$ cat src/rtl/move_decoder_pkg.sv
package move_decoder_pkg;
  localparam int INSTR_W = 16;
  localparam int IMM_W   = 8;
  localparam int MOD_W   = 4;
  localparam int SIDX_W  = 4;
  localparam int SUB_W   = 3;
  localparam int PFX_W   = 2;
  localparam int DIDX_W  = SUB_W + PFX_W;

  typedef struct packed {
    logic              is_imm;
    logic [IMM_W-1:0]  imm;
    logic [MOD_W-1:0]  s_mod;
    logic [SIDX_W-1:0] s_idx;
    logic [MOD_W-1:0]  d_mod;
    logic [SUB_W-1:0]  d_sub;
  } move_fields_t;
endpackage

$ cat src/rtl/move_field_split.sv
module move_field_split
  import move_decoder_pkg::*;
#(
  parameter logic [MOD_W-1:0] PFX_MOD = 4'hB,
  parameter logic [SUB_W-1:0] PFX_SUB = 3'd0
) (
  input  logic [INSTR_W-1:0] instr,
  output move_fields_t       fields,
  output logic               is_pfx,
  output logic [PFX_W-1:0]   pfx_val
);
  localparam int SMOD_LO = 0;
  localparam int SIDX_LO = SMOD_LO + MOD_W;
  localparam int DMOD_LO = IMM_W;
  localparam int DSUB_LO = DMOD_LO + MOD_W;

  always_comb begin
    fields.is_imm = ~instr[INSTR_W-1];
    fields.imm    = instr[IMM_W-1:0];
    fields.s_mod  = instr[SMOD_LO +: MOD_W];
    fields.s_idx  = instr[SIDX_LO +: SIDX_W];
    fields.d_mod  = instr[DMOD_LO +: MOD_W];
    fields.d_sub  = instr[DSUB_LO +: SUB_W];
    is_pfx        = (fields.d_mod == PFX_MOD) && (fields.d_sub == PFX_SUB);
    pfx_val       = instr[PFX_W-1:0];
  end
endmodule

$ cat src/rtl/move_prefix_reg.sv
module move_prefix_reg
  import move_decoder_pkg::*;
(
  input  logic             clk,
  input  logic             rst,
  input  logic             load,
  input  logic             consume,
  input  logic [PFX_W-1:0] load_val,
  output logic [PFX_W-1:0] pfx_q
);
  always_ff @(posedge clk) begin
    if (rst)          pfx_q <= '0;
    else if (load)    pfx_q <= load_val;
    else if (consume) pfx_q <= '0;
  end

  // prefix is empty after an ordinary word uses it
  a_r6_prefix_spent: assert property (@(posedge clk) disable iff (rst)
    (consume && !load) |=> (pfx_q == '0));

  // the latest prefix write is the one held
  a_r7_latest_prefix: assert property (@(posedge clk) disable iff (rst)
    load |=> (pfx_q == $past(load_val)));

  // idle cycles keep a pending prefix
  a_r8_idle_holds: assert property (@(posedge clk) disable iff (rst)
    (!load && !consume) |=> $stable(pfx_q));
endmodule

$ cat src/rtl/move_decoder.sv
module move_decoder
  import move_decoder_pkg::*;
#(
  parameter logic [MOD_W-1:0] PFX_MOD = 4'hB,
  parameter logic [SUB_W-1:0] PFX_SUB = 3'd0
) (
  input  logic                clk,
  input  logic                rst,
  input  logic                instr_valid,
  input  logic [INSTR_W-1:0]  instr,
  output logic                move_valid,
  output logic                src_is_imm,
  output logic [IMM_W-1:0]    src_imm,
  output logic [MOD_W-1:0]    src_mod,
  output logic [SIDX_W-1:0]   src_idx,
  output logic [MOD_W-1:0]    dst_mod,
  output logic [DIDX_W-1:0]   dst_idx
);
  move_fields_t     fields;
  logic             is_pfx;
  logic [PFX_W-1:0] pfx_val;
  logic [PFX_W-1:0] pfx_q;
  logic             pfx_load;
  logic             move_take;

  move_field_split #(.PFX_MOD(PFX_MOD), .PFX_SUB(PFX_SUB)) i_split (
    .instr   (instr),
    .fields  (fields),
    .is_pfx  (is_pfx),
    .pfx_val (pfx_val)
  );

  assign pfx_load  = instr_valid && is_pfx;
  assign move_take = instr_valid && !is_pfx;

  move_prefix_reg i_prefix (
    .clk      (clk),
    .rst      (rst),
    .load     (pfx_load),
    .consume  (move_take),
    .load_val (pfx_val),
    .pfx_q    (pfx_q)
  );

  always_ff @(posedge clk) begin
    if (rst) begin
      move_valid <= 1'b0;
      src_is_imm <= 1'b0;
      src_imm    <= '0;
      src_mod    <= '0;
      src_idx    <= '0;
      dst_mod    <= '0;
      dst_idx    <= '0;
    end else begin
      move_valid <= move_take;
      if (move_take) begin
        src_is_imm <= fields.is_imm;
        src_imm    <= fields.imm;
        src_mod    <= fields.s_mod;
        src_idx    <= fields.s_idx;
        dst_mod    <= fields.d_mod;
        dst_idx    <= {pfx_q, fields.d_sub};
      end
    end
  end

  // a prefix write makes no strobe
  a_r5_prefix_silent: assert property (@(posedge clk) disable iff (rst)
    (instr_valid && is_pfx) |=> !move_valid);

  // an accepted ordinary word is strobed next cycle
  a_r9_strobe_follows: assert property (@(posedge clk) disable iff (rst)
    (instr_valid && !is_pfx) |=> move_valid);

  // no strobe after an idle cycle
  a_r8_idle_quiet: assert property (@(posedge clk) disable iff (rst)
    !instr_valid |=> !move_valid);

  // immediate format and byte reach the outputs
  a_r2_imm_source: assert property (@(posedge clk) disable iff (rst)
    (move_take && !instr[INSTR_W-1]) |=>
      (src_is_imm && src_imm == $past(instr[IMM_W-1:0])));

  // no prefix pending leaves upper destination bits clear
  a_r4_no_prefix_upper: assert property (@(posedge clk) disable iff (rst)
    (move_take && pfx_q == '0) |=> (dst_idx[DIDX_W-1:SUB_W] == '0));
endmodule

$ cat config.mk
export PLATFORM = sky130hd
export DESIGN_NAME = move_decoder
export DESIGN_NICKNAME = d
export VERILOG_FILES = /design/src/rtl/move_decoder_pkg.sv /design/src/rtl/move_field_split.sv /design/src/rtl/move_prefix_reg.sv /design/src/rtl/move_decoder.sv
export SDC_FILE = /design/constraint.sdc
export NUM_CORES = 1
export LEC_CHECK = 0
export ABC_AREA = 1
export CORE_ASPECT_RATIO = 0.6
export CORE_UTILIZATION = 55
export CTS_BUF_LIST = sky130_fd_sc_hd__clkbuf_4 sky130_fd_sc_hd__clkbuf_8
export CTS_CLUSTER_DIAMETER = 60
export CTS_CLUSTER_SIZE = 10
export DETAILED_ROUTE_END_ITERATION = 6
export DONT_BUFFER_PORTS = 1
export PLACE_DENSITY = 0.68
export SYNTH_ARGS = -nofsm -noshare
export SYNTH_HDL_FRONTEND = slang
export SYNTH_HIERARCHICAL = 1
export SYNTH_SLANG_ARGS = --single-unit
$ cat constraint.sdc
create_clock -name clk -period 2.3 [get_ports clk]
set_clock_uncertainty 0.15 [all_clocks]
set_input_delay 0.46 -clock clk [delete_from_list [all_inputs] [get_ports clk]]
set_output_delay 0.46 -clock clk [all_outputs]
set_load 0.005 [all_outputs]
# Word-level counts from Yosys, hierarchy flattened
# Cells that the tools add are included.
dict set report word_totals {
  out_inout_bits 27
  wordCells 18
  input_bits 19
  register_bits 29
}
dict set report classes {
  n_reduce_logical 6
  muxes 2
  bitwise_logic 1
  eq_ne 1
}
# operator n
set op_table {}
lappend op_table {{4-bit == test (second input constant)} 1}
lappend op_table {{2-bit two-way mux} 2}
lappend op_table {{1-bit logical AND} 3}
lappend op_table {{3-bit logical NOT} 1}
lappend op_table {{2-bit nonzero test} 1}
lappend op_table {{1-bit logical NOT} 1}
lappend op_table {{1-bit NOT} 1}

# Longest topological paths before layout
dict set report depth {
  word_depth 6
  ltp_mapped 9
  depth_no_buf 9
}

# Cells and area by module
# The synthesis kept the hierarchy.
# mod area_each_um2 instances cells_each seq_area_each_um2
set modules_own_cells {}
lappend modules_own_cells {move_decoder 1153.6 1 173 540.5}
lappend modules_own_cells {move_field_split 221.5 1 33 0.0}
lappend modules_own_cells {move_prefix_reg 71.3 1 9 40.0}

# Worst setup path before layout
# No wires, ideal clock.
dict set report synth_path {
  kind {input to register}
  start {input port instr[11]}
  end {register i_prefix.pfx_q[0]}
  arrival_time_ps 1258
  cell_stages 9
  path_slack_ps 823
  n_path_buf 1
  setup_ps 70
  t_required_ps 2080
  path_cell_list {inv_1 -> nor2_1 -> nand2_1 -> nor2_2 -> nor2_4 -> buf_6 -> nor2_2 -> nand2_1 -> a21oi_1}
}
dict set report synth_via {
  elab_chain_cells 5
  word_cells_on_any_way 7
  cone_classes {eq/ne: 1; mux: 1; reduce/logical: 5}
}
# element line
set synth_lines {}
lappend synth_lines {{start, declared} move_decoder.sv:10} ;# input logic [INSTR_W-1:0] instr,
lappend synth_lines {{4-bit == test} move_field_split.sv:24} ;# is_pfx = (fields.d_mod == PFX_MOD) && (fields.d_sub == PFX_SUB);
lappend synth_lines {{1-bit logical AND} move_field_split.sv:24}
lappend synth_lines {{named net is_pfx} move_decoder.sv:20} ;# logic is_pfx;
lappend synth_lines {{1-bit logical NOT} move_decoder.sv:34} ;# assign move_take = instr_valid && !is_pfx;
lappend synth_lines {{1-bit logical AND} move_decoder.sv:34}
lappend synth_lines {{named net move_take} move_decoder.sv:24} ;# logic move_take;
lappend synth_lines {{2-bit nonzero test (no source line)} -}
lappend synth_lines {{end signal, assigned} move_prefix_reg.sv:13} ;# else if (load) pfx_q <= load_val;
lappend synth_lines {{end, declared} move_prefix_reg.sv:9} ;# output logic [PFX_W-1:0] pfx_q
# The timed path passes the listed nets, and every way through them passes these cells.
# A chain may end at the register's enable or synchronous reset.

# Final worst setup path
dict set report layout_path {
  start {input port instr[14]}
  end {register i_prefix.pfx_q[0]}
}
dict set report layout_via {
  elab_chain_cells 5
  word_cells_on_any_way 7
  cone_classes {mux: 1; reduce/logical: 6}
}
# element line
set layout_lines {}
lappend layout_lines {{3-bit logical NOT (*)} move_field_split.sv:24}
lappend layout_lines {{1-bit logical AND (*)} move_field_split.sv:24}
lappend layout_lines {{named net is_pfx} move_decoder.sv:20}
lappend layout_lines {{1-bit logical NOT} move_decoder.sv:34}
lappend layout_lines {{1-bit logical AND} move_decoder.sv:34}
lappend layout_lines {{2-bit nonzero test (no source line)} -}
# The timed path passes the listed nets; every way through them passes the cells marked *.

==> impl_metrics.tcl <==
set metrics [dict create \
    grt_use_total_pct 20.31 \
    grt_pass1_vias 980 \
    cp_slowest_cell "nor2_2" \
    drc 0 \
    fin_crit_ns 1.399 \
    postCtsHoldBufs 0 \
    viasPerCell 4.810 \
    synth.avg_cell_area_sq_um 6.727 \
    cp-end-kind "flop" \
    ys_ff_latch 29 \
    p_leak_nw 0.7269 \
    synth.most_common_cell "nor2_1" \
    num_rows 13 \
    area_growth_syn_to_layout_pct -7.007 \
    gr-total-overflow 0 \
    fmax_ghz 0.7147 \
    synthFlopType "dfxtp_1" \
    synthDistinctLibCells 15 \
    cts_tree "done" \
    hp-class "in -> reg" \
    cp_cell_sequence "inv_1 > nand3_1 > nor2_2 > nor2_4 > buf_4 > nor2_2 > nand2_1 > a21oi_1" \
    wl_per_cell_um 11.67 \
    drive_gt1_share_pct 7.853 \
    synth.top_cell.area_share_pct 40.14 \
    syn-num-nets 234 \
    cp.required_ns 2.36 \
    cts_root_buf "clkbuf_8" \
    die_y_um 41.72 \
    finalSetupViolCount 0 \
    clk_pin_slew_ns 0.06 \
    fillCellCount 228 \
    worst-r2r-setup-slack_ns 1.51 \
    drtIter0Drc 40 \
    ys_async_sr_fraction_pct 0 \
    synth_top_cell_by_area "dfxtp_1" \
    synth_edf_count 0 \
    drt-total-wl_um 2580 \
    finalSetupTns_ns 0 \
    synth_commonest_cells "54 x nor2_1, 32 x nand2_1, 30 x inv_1" \
    grt_pass1_wl_um 4167 \
    drtAntennaViolNets 0 \
    die_w_um 68.21 \
    antenna_found_initial 0 \
    cts_setup_buffers 0 \
    slew-limit-headroom_pct 71.22 \
    ys_seq_area_share_pct 40.14 \
    regArea_sq_um 580.6 \
    nets 209 \
    multi_input_area_sq_um 496.7 \
    outcome "finished, final reports clean" \
    crit_type "in -> reg" \
    finalHoldViolCount 0 \
    ir_worst_vdd_uv 490.0 \
    clockBufferDepth 2 \
    finalPower_mw 1.069 \
    ioPinCount 46 \
    cp.arrival_ns 1.45 \
    cts_sinks 29 \
    gp_congestion 0.7600 \
    path_buf_inv 2 \
    cpLargestDelayFamily "simple AND/OR/NAND/NOR gates" \
    die_area_sq_um 2846 \
    place_inst 213 \
    htreeDepth 2 \
    path_max_fanout 18 \
    rsz0062_at_grt "false" \
    core_sq_um 2326 \
    synthesis.area_sq_um 1446 \
    synth_cells 215 \
    num_vias 1063 \
    ys_warn_count 6 \
    max_stage_delay_ns 0.25 \
    initial_core_util_pct 62.18 \
    cap_violations 0 \
    place_hpwl_um 1821 \
    instances_no_fill 221 \
    synth.area.top_cells "dfxtp_1 40%, nor2_1 14%, buf_4 13%, nand3_1 9.3%, nand2_1 8.3%" \
    drtPass1Iterations 4 \
    cts_buffers 5 \
    clk_latency_ns 0.27 \
    grt_max_degree 29 \
    n_antenna_cell 0 \
    slew_violations 0 \
    period_share_pct 60.83 \
    post_cts_resized 0 \
    worst_pin_slew_ns 0.4310 \
    power_density_nw_per_um2 794.7 \
    io_buffers 0 \
    startpoint_type "primary input" \
    cp_common_cell "nor2_2" \
]
[worst paths after layout]
| path | start | to | depth (start not counted) |
|---|---|---|---|
| max | instr[14] | i_prefix/pfx_q[0]$_SDFFE_PP0P_ | 8 |
| min | rst | i_prefix/pfx_q[1]$_SDFFE_PP0P_ | 1 |
| max reg2reg | i_prefix/pfx_q[0]$_SDFFE_PP0P_ | dst_idx[3]$_SDFFE_PP0P_ | 4 |
| min reg2reg | i_prefix/pfx_q[1]$_SDFFE_PP0P_ | i_prefix/pfx_q[1]$_SDFFE_PP0P_ | 2 |
[power by group]
| part | internal (mW) | leakage (nW) | switching (mW) |
|---|---|---|---|
| sequential | 0.536 | 0.241 | 0.0246 |
| combinational | 0.0353 | 0.437 | 0.0505 |
| clock | 0.249 | 0.0498 | 0.173 |
[registers in the layout (all words and copies together), names as in the netlist]
name            count
src_mod             4
dst_mod             4
src_idx             4
i_prefix/pfx_q      2
move_valid          1
dst_idx             5
src_is_imm          1
src_imm             8
[kinds of logic after synthesis]
group	after synthesis	synth area share, %
DFF	29	40.14
buffers and inverters	67	25.52
and+or+nand+nor	117	33.65
AOI/OAI and AO/OA	2	0.6921
[per-stage QoR]
step / setup slack [ns] / utilization [%] / hold WS [ns] / cell area, sq um
3_5_place_dp: 0.6258 / 53.90 / 0.3041 / 1254
5_1_grt: 0.7430 / 57.83 / 0.08096 / 1345
2_1_floorplan: 0.8226 / - / 0.2827 / 1446
6_report: 0.9008 / 57.83 / 0.09577 / 1345
3_3_place_gp: 0.6883 / 53.90 / 0.2916 / 1254
4_1_cts: 0.9158 / 57.83 / 0.08638 / 1345
[layout by cell type (no fill, tap or decap)]
cell	n
a21oi_1	2
buf_4	2
nand2_1	32
nor2_1	54
clkbuf_4	3
clkinv_1	1
nand3_1	27
inv_2	2
nor2_4	1
nor2_2	2
clkbuf_8	5
inv_1	30
nor3_1	1
dfxtp_1	29
[routing by layer]
layer  wire, um  global-route usage (%)  part of all wire, %
met1       1154                   24.66                   45
met2       1083                   28.04                   42
met3        302                   10.44                   12
met4         39                   12.08                  1.5
met5          0                       0                    0
[layout make-up]
class                           instances  area share [%]
Tap cell                               30           2.791
Timing Repair Buffer                    2           1.116
Clock buffer                            8           6.791
Sequential cell                        29           43.16
Multi-Input combinational cell        119           36.93
Inverter                               33           9.209
[worst reg2reg max path, stage by stage, from the launching register on]
cell and delay (ns):
dfxtp_1 0.31, inv_1 0.06, nand3_1 0.06, nand2_1 0.07
nor2_1 0.04
(Power assumes the default switching activity.)
